### src/rtl/pinsense_pkg.sv
package pinsense_pkg;

    typedef enum logic [1:0] {
        SNS_LOW  = 2'd0,
        SNS_FALL = 2'd1,
        SNS_RISE = 2'd2,
        SNS_BOTH = 2'd3
    } sense_t;

    localparam int REG_W = 32;

endpackage

### src/rtl/pin_sync.sv
module pin_sync #(
    parameter int W = 8
) (
    input  logic         clk,
    input  logic         rst_n,
    input  logic [W-1:0] pin_i,
    output logic [W-1:0] smp_o,
    output logic [W-1:0] prev_o
);

    typedef struct packed {
        logic [W-1:0] meta;
        logic [W-1:0] smp;
        logic [W-1:0] prev;
    } sync_t;

    sync_t st_d, st_q;

    always_comb begin
        st_d      = st_q;
        st_d.meta = pin_i;
        st_d.smp  = st_q.meta;
        st_d.prev = st_q.smp;
    end

    // Idle-high reset so that pins parked high raise no false edge.
    always_ff @(posedge clk) begin
        if (!rst_n) st_q <= '{meta: '1, smp: '1, prev: '1};
        else        st_q <= st_d;
    end

    assign smp_o  = st_q.smp;
    assign prev_o = st_q.prev;

endmodule

### src/rtl/pin_event_unit.sv
module pin_event_unit
    import pinsense_pkg::*;
(
    input  logic   clk,
    input  logic   rst_n,
    input  sense_t mode_i,
    input  logic   smp_i,
    input  logic   prev_i,
    input  logic   clr_i,
    output logic   st_o
);

    typedef struct packed {
        logic flag;
    } evt_t;

    evt_t st_d, st_q;
    logic fall_w, rise_w, hit_w;

    always_comb begin
        fall_w = prev_i & ~smp_i;
        rise_w = ~prev_i & smp_i;
        unique case (mode_i)
            SNS_FALL: hit_w = fall_w;
            SNS_RISE: hit_w = rise_w;
            SNS_BOTH: hit_w = fall_w | rise_w;
            default:  hit_w = 1'b0;
        endcase
        st_d = st_q;
        if (mode_i == SNS_LOW)  st_d.flag = ~smp_i;
        else if (hit_w)         st_d.flag = 1'b1;
        else if (clr_i)         st_d.flag = 1'b0;
    end

    always_ff @(posedge clk) begin
        if (!rst_n) st_q <= '{flag: 1'b0};
        else        st_q <= st_d;
    end

    assign st_o = st_q.flag;

    // low-level mode mirrors the inverted sample, clearing ignored
    a_r3_low_follows: assert property (@(posedge clk) disable iff (!rst_n)
        (mode_i == SNS_LOW) |=> (st_o == !$past(smp_i)));

    // an edge wins over a same-cycle clear
    a_r8_set_wins: assert property (@(posedge clk) disable iff (!rst_n)
        (mode_i != SNS_LOW && hit_w) |=> st_o);

    // a clear without an edge drops the bit
    a_r7_clear_edge: assert property (@(posedge clk) disable iff (!rst_n)
        (mode_i != SNS_LOW && clr_i && !hit_w) |=> !st_o);

    // with no edge and no clear an edge-mode bit holds
    a_r10_hold: assert property (@(posedge clk) disable iff (!rst_n)
        (mode_i != SNS_LOW && !clr_i && !hit_w) |=> $stable(st_o));

endmodule

### src/rtl/ext_pin_sense.sv
module ext_pin_sense
    import pinsense_pkg::*;
#(
    parameter int          NPINS     = 8,
    parameter int          AW        = 8,
    parameter logic [7:0]  STAT_ADDR = 8'h10,
    parameter logic [7:0]  CFG_ADDR  = 8'h14
) (
    input  logic                 clk,
    input  logic                 rst_n,
    input  logic [NPINS-1:0]     pin_i,
    input  logic [AW-1:0]        addr_i,
    input  logic                 wr_en_i,
    input  logic [31:0]          wdata_i,
    output logic [31:0]          rdata_o,
    output logic [NPINS-1:0]     req_o
);

    localparam int CFG_W = 2 * NPINS;

    typedef struct packed {
        logic [CFG_W-1:0] cfg;
        logic [REG_W-1:0] rdata;
    } regs_t;

    regs_t rg_d, rg_q;

    logic [NPINS-1:0] smp_w, prev_w, clr_w, stat_w;
    logic             stat_sel, cfg_sel;
    logic             unused_wbits;

    assign stat_sel     = (addr_i == AW'(STAT_ADDR));
    assign cfg_sel      = (addr_i == AW'(CFG_ADDR));
    assign unused_wbits = ^wdata_i[REG_W-1:CFG_W];

    pin_sync #(.W(NPINS)) u_sync (
        .clk    (clk),
        .rst_n  (rst_n),
        .pin_i  (pin_i),
        .smp_o  (smp_w),
        .prev_o (prev_w)
    );

    for (genvar i = 0; i < NPINS; i++) begin : g_pin
        assign clr_w[i] = wr_en_i & stat_sel & ~wdata_i[i];
        pin_event_unit u_evt (
            .clk    (clk),
            .rst_n  (rst_n),
            .mode_i (sense_t'(rg_q.cfg[2*i +: 2])),
            .smp_i  (smp_w[i]),
            .prev_i (prev_w[i]),
            .clr_i  (clr_w[i]),
            .st_o   (stat_w[i])
        );
    end

    always_comb begin
        rg_d       = rg_q;
        rg_d.rdata = '0;
        if (wr_en_i && cfg_sel) rg_d.cfg = wdata_i[CFG_W-1:0];
        if (stat_sel)           rg_d.rdata[NPINS-1:0] = stat_w;
        else if (cfg_sel)       rg_d.rdata[CFG_W-1:0] = rg_q.cfg;
    end

    always_ff @(posedge clk) begin
        if (!rst_n) rg_q <= '{cfg: '0, rdata: '0};
        else        rg_q <= rg_d;
    end

    assign rdata_o = rg_q.rdata;
    assign req_o   = stat_w;

    // sense register contents come back one cycle after the address
    a_r2_cfg_read: assert property (@(posedge clk) disable iff (!rst_n)
        $past(cfg_sel) |-> (rdata_o == REG_W'($past(rg_q.cfg))));

    // status readback agrees with the request lines
    a_r9_stat_read: assert property (@(posedge clk) disable iff (!rst_n)
        $past(stat_sel) |-> (rdata_o == REG_W'($past(req_o))));

endmodule

### config.mk
export PLATFORM = sky130hd
export DESIGN_NAME = ext_pin_sense
export DESIGN_NICKNAME = d
export VERILOG_FILES = /design/src/rtl/pinsense_pkg.sv /design/src/rtl/pin_sync.sv /design/src/rtl/pin_event_unit.sv /design/src/rtl/ext_pin_sense.sv
export SDC_FILE = /design/constraint.sdc
export NUM_CORES = 1
export LEC_CHECK = 0
export BUFFER_PORTS_ARGS = -buffer_cell sky130_fd_sc_hd__buf_4
export CORE_ASPECT_RATIO = 0.9
export CORE_MARGIN = 4
export CORE_UTILIZATION = 52
export CTS_BUF_LIST = sky130_fd_sc_hd__clkbuf_8
export DETAILED_ROUTE_END_ITERATION = 10
export PLACE_DENSITY_LB_ADDON = 0.25
export SYNTH_ARGS = -nofsm -noshare
export SYNTH_HDL_FRONTEND = slang
export SYNTH_SLANG_ARGS = --single-unit
export TNS_END_PERCENT = 1
### constraint.sdc
create_clock -name clk -period 2.5 [get_ports clk]
set_input_delay 0.5 -clock clk [delete_from_list [all_inputs] [get_ports clk]]
set_output_delay 0.5 -clock clk [all_outputs]
set_load 0.05 [all_outputs]
## Word-level counts from Yosys, hierarchy flattened

Cells that the tools add are included.

- Register bits after elaboration: 80
- Input port bits: 51
- Output and inout bits: 40
- Logic and storage cells: 152

- Eq/ne operators: 26
- Multiplexer cells: 34
- Bitwise gates (word level): 59
- Reduce and logical (&&, ||, !) cells: 18

Operators with widths:

| operator | number |
|---|---|
| == test 2 bit, second input constant | 16 |
| inverter 1 bit | 26 |
| AND 1 bit | 25 |
| 2-to-1 mux 1 bit | 24 |
| case mux 1 bit (3 select lines) | 8 |
| nonzero test 3 bit | 8 |
| == test 2 x 1 -> 1 bit, second input constant | 8 |
| == test 8 x 5 -> 1 bit, second input constant | 2 |
| zero test 2 bit | 8 |
| 2-to-1 mux 8 bit | 2 |
| OR 1 bit | 8 |
| OR reduction 3 bit | 1 |
| logical AND 1 bit | 1 |

## Longest topological paths before layout

- Depth after elaboration: 6
- Gate-level depth with buffers: 5
- Gate-level depth less buffers: 5

## By module

Synthesis repeated with hierarchy kept, for this count alone.

- Cells, all modules: 320
- Area total of the unflattened synthesis: 2,971.6 µm²

By module, submodules not included:

| module | times used | cells each | area an instance (µm²) | seq. area each (µm²) |
|---|---|---|---|---|
| ext_pin_sense | 1 | 158 | 1,466.4 | 640.6 |
| pin_event_unit | 8 | 13 | 100.1 | 20.0 |
| pin_sync | 1 | 58 | 704.4 | 480.5 |

## Worst setup path before layout

OpenSTA, ideal clock, no wires.

- Path type: input port to flip-flop
- From: input port addr_i[5]
- To: register rg_q[32] in the netlist's numbering
- Setup time: 72 ps
- Arrival time: 1,902 ps
- Data required time: 2,428 ps
- Setup slack: 527 ps
- Cell stages on the path: 5
- Buffers on the path: 2
- Cell sequence: or4b_4 > buf_6 > nor3_4 > buf_8 > mux2i_1

- Word-level cells in the longest chain between the ends: 2

Ends and longest elaborated chain:

| element | line | RTL |
|---|---|---|
| start, declared | ext_pin_sense.sv:12 | `input logic [AW-1:0] addr_i,` |
| == test 8 x 5 -> 1 bit | ext_pin_sense.sv:33 | `assign cfg_sel = (addr_i == AW'(CFG_ADDR));` |
| logical AND 1 bit | ext_pin_sense.sv:60 | `if (wr_en_i && cfg_sel) rg_d.cfg = wdata_i[CFG_W-1:0];` |
| end signal, assigned | ext_pin_sense.sv:66 | `if (!rst_n) rg_q <= '{cfg: '0, rdata: '0};` |
| end signal, assigned | ext_pin_sense.sv:67 | `else rg_q <= rg_d;` |
| end, declared | ext_pin_sense.sv:26 | `regs_t rg_d, rg_q;` |

Every way passes these cells.
A chain may end at the register's enable or synchronous reset.

## Worst setup path after layout

- From: input port addr_i[5]
- To: register rg_q[44] in the netlist's numbering

Same word-level chain as after synthesis.

==> impl_metrics.csv <==
group,metric,value,unit
layout,flow.area_growth_from_synthesis,19.3,%
layout,antenna_cells_inserted,0,
power_and_ir_drop,power.internal,0.00154,W
yosys,synthCells,279,
critical_path,critical_path.cell_chain,"buf_4, or4b_4, nor3_4, buf_4, mux2i_1",
sta,post-route-period-util,69.3,%
yosys,yosysWarningCount,0,
clock_tree,cts_resized,0,
yosys,synth_top_area_share,45.1,%
global_routing,grt_pass1_vias,1902,
drt,routed_via_density,4.99,
drt,vias,2004,
drt,detail_route.wl_per_cell,13.8,µm
sta,finalHoldViolations,0,
placement,dp.final_hpwl,3.94,mm
clock_tree,clkLatencyLatePin,0.34,ns
power_and_ir_drop,total_power,0.00205,W
min_path,worstHoldPathType,"in -> reg",
die,width_of_the_die,86.0,µm
clock_tree,clock_pin_slew_reported_for_the_worst_setup_and_hold_paths_after_clock_tree_synthesis,0.07,ns
critical_path,worstSetupPathType,"in -> reg",
global_routing,grt_util_met3,7.45,%
sta,skew,0.00512,ns
global_routing,met2_usage,29.4,%
global_routing,global_route_wire_length_before_repair,9.29,mm
power_and_ir_drop,ir_worst_vdd,0.414,mV
sta,finalWorstPathRequiredPeriod,1.73,ns
global_routing,gr-usage-all-layers,17.9,%
yosys,syn_area_per_cell,10.2,µm²
drt,dr.first_iter.drc_count,61,
critical_path,kind_of_cell_with_the_highest_combined_delay_on_the_critical_path,"simple AND/OR/NAND/NOR gates",
yosys,syn_area,2840,µm²
power_and_ir_drop,share_seq_of_total_power,51.1,%
sta,report.final.slew_viol_count,0,
placement,gp_congestion,0.740,
clock_tree,ctsRootBufferMaster,"sky130_fd_sc_hd__clkbuf_8",
die,boundaryPins,91,
drt,finalWirelength,5.54,mm
clock_tree,postCtsHoldBufs,0,
yosys,top_cells_by_area_in_the_synthesized_netlist,"sky130_fd_sc_hd__dfxtp_1, sky130_fd_sc_hd__mux2i_1, sky130_fd_sc_hd__ha_1, sky130_fd_sc_hd__buf_4, sky130_fd_sc_hd__mux4_2",
global_routing,largest_net_degree_at_the_start_of_global_routing,51,
layout,postLayoutCoreUtil,64.2,%
critical_path,worstPathBufferInverterCount,2,
critical_path,timing.critical_path.slowest_stage_cell,"sky130_fd_sc_hd__or4b_4",
clock_tree,clockBufferDepth,2,
clock_tree,cts-buffers-inserted,9,
critical_path,cp_slowest_stage_delay,0.64,ns
critical_path,timing.critical_path.from_type,"primary input",
clock_tree,post-cts-setup-buffer-count,0,
sta,timing.final.setup_violations,0,
layout,nFillCells,450,
yosys,fraction_of_registers_with_async_set_reset,0,%
yosys,count_of_flip_flops_with_a_built_in_enable_after_synthesis,0,
drt,drc,0,
critical_path,critical_path_required,2.76,ns
layout,num-nets-final,397,
die,initial_cell_density_of_the_core,53.8,%
die,design.die.area,6720,µm²
layout,final_layout_size_suffix_gt1_share,26.6,%
critical_path,endpoint_arrival_time_on_the_critical_path,1.99,ns
power_and_ir_drop,combinationalPowerShare,9.8,%
drt,ant_nets,0,
die,cell_row_count,25,
power_and_ir_drop,power.switching_fraction,24.9,%
global_routing,grt_antenna_before_repair,0,
critical_path,critical-path-top-cell-by-count,"sky130_fd_sc_hd__buf_4",
placement,dp_slack,0.408,ns
yosys,yosysTopAreaCell,"sky130_fd_sc_hd__dfxtp_1",
sta,timing.final.ws_setup,0.768,ns
die,core_region_area,5290,µm²
power_and_ir_drop,clockPowerShare,39.2,%
yosys,yosys_reg_bits,64,
die,die_h,78.2,µm
critical_path,critical_path.endpoint_type,"flop",
power_and_ir_drop,power.density_cell_area,605,nW/µm²
critical_path,highest_net_fanout_along_the_worst_path,12,
placement,io_buffers,58,
clock_tree,cts_tree,"yes",
power_and_ir_drop,power.leakage,1.62,nW
sta,setup_total_negative_slack,0,ns
yosys,synth_cell_type_count,24,
yosys,prevailing_post_synth_register_cell,"sky130_fd_sc_hd__dfxtp_1",
clock_tree,h-tree-depth,3,
status,status,"finished, final reports clean",
sta,grt_setup_unrepaired,"no",
sta,clock.fmax,577,MHz
power_and_ir_drop,switching_power,0.000511,W
global_routing,busiest_layer,"met2",
drt,drtPass1Iterations,4,
clock_tree,clock_sinks,64,
global_routing,groute.layer.met1.usage,21.1,%
yosys,yosysSeqAreaShare,45.1,%
global_routing,grt_remaining_overflow,0,
run,drv_cap,0,
-- worst paths after layout --
check / from / end / slack (ns) / cells after the start
setup / recovery: addr_i[5] / rg_q[44] / 0.77 / 5
hold / removal: pin_i[4] / u_sync.st_d[12] / 0.34 / 2
setup reg to reg: u_sync.prev_o[7] / g_pin[7].u_evt.st_o / 1.10 / 5
hold reg to reg: u_sync.st_d[9] / u_sync.smp_o[1] / 0.41 / 1
-- placed cells by master (no fill, tap or decap), types with 9 or more instances in the layout --
master and instances:
sky130_fd_sc_hd__dfxtp_1 64, sky130_fd_sc_hd__buf_4 64, sky130_fd_sc_hd__nand2_1 40, sky130_fd_sc_hd__inv_1 26, sky130_fd_sc_hd__mux2i_1 24, sky130_fd_sc_hd__nand2b_1 16, sky130_fd_sc_hd__ha_1 16, sky130_fd_sc_hd__conb_1 16
sky130_fd_sc_hd__clkbuf_8 12, sky130_fd_sc_hd__nor2_1 9
-- registers in the layout, summed over array words and instances, names as in the netlist --
register and flops:
g_pin.u_evt.st_o 8, u_sync.st_d 8, u_sync.smp_o 8, rdata_o 16, rg_q 16, u_sync.prev_o 8
-- stage by stage --
| step | cell area (µm²) | std cells | hold WS [ns] |
|---|---|---|---|
| 2_1_floorplan | 2900 | 294 | 0.386 |
| 3_3_place_gp | 3210 | 386 | 0.389 |
| 3_5_place_dp | 3210 | 386 | 0.393 |
| 4_1_cts | 3390 | 402 | 0.329 |
| 5_1_grt | 3390 | 402 | 0.321 |
| 6_report | 3390 | 402 | 0.343 |
-- metal layers --
layer | part of all wire [%] | routed length [µm]
met1 | 41 | 2280
met2 | 50 | 2760
met3 | 7.7 | 425
met4 | 1.4 | 78
met5 | 0 | 0
-- kinds of logic (layout without fill, tap and decap cells) --
kind of cell / Yosys count / after routing / share of synthesized area (%)
other cells: 1 / 16 / 0.132
compound gates: 16 / 16 / 4.93
flops: 64 / 64 / 45.1
buf+inv: 64 / 105 / 12.3
fa+ha+maj: 16 / 16 / 7.04
mux: 32 / 32 / 14.8
simple gates: 86 / 86 / 15.8
-- synth_stat cells, types with 8 or more instances --
cell type                   number
sky130_fd_sc_hd__inv_1          24
sky130_fd_sc_hd__nand2b_1       16
sky130_fd_sc_hd__mux4_2          8
sky130_fd_sc_hd__buf_4          24
sky130_fd_sc_hd__nand2_1        40
sky130_fd_sc_hd__and3_1          8
sky130_fd_sc_hd__clkbuf_1       12
sky130_fd_sc_hd__nor4_1          8
sky130_fd_sc_hd__dfxtp_1        64
sky130_fd_sc_hd__mux2i_1        24
sky130_fd_sc_hd__o2bb2ai_1       8
sky130_fd_sc_hd__nor2_1          9
sky130_fd_sc_hd__ha_1           16
sky130_fd_sc_hd__o311ai_0        8
-- power groups by stage --
| stage | registers [W] | logic, W | clock network (W) |
|---|---|---|---|
| finish | 0.00105 | 0.000201 | 0.000804 |
| global route | 0.00105 | 0.000217 | 0.000885 |
| CTS | 0.00105 | 0.000202 | 0.000831 |
| detailed placement | 0.00107 | 0.000201 | 0 |
| global placement | 0.00107 | 0.000195 | 0 |
| floorplan | 0.00107 | 0.000162 | 0 |
-- cell type report --
class | instances | area (µm²) | share of cell area, %
Multi-Input combinational cell | 166 | 1270 | 37.4
Tap cell | 67 | 83.8 | 2.47
Inverter | 25 | 93.8 | 2.77
Sequential cell | 64 | 1280 | 37.8
Timing Repair Buffer | 64 | 480 | 14.2
Clock buffer | 12 | 165 | 4.87
Clock inverter | 4 | 20.0 | 0.590
Power figures use the tool's default switching activity.
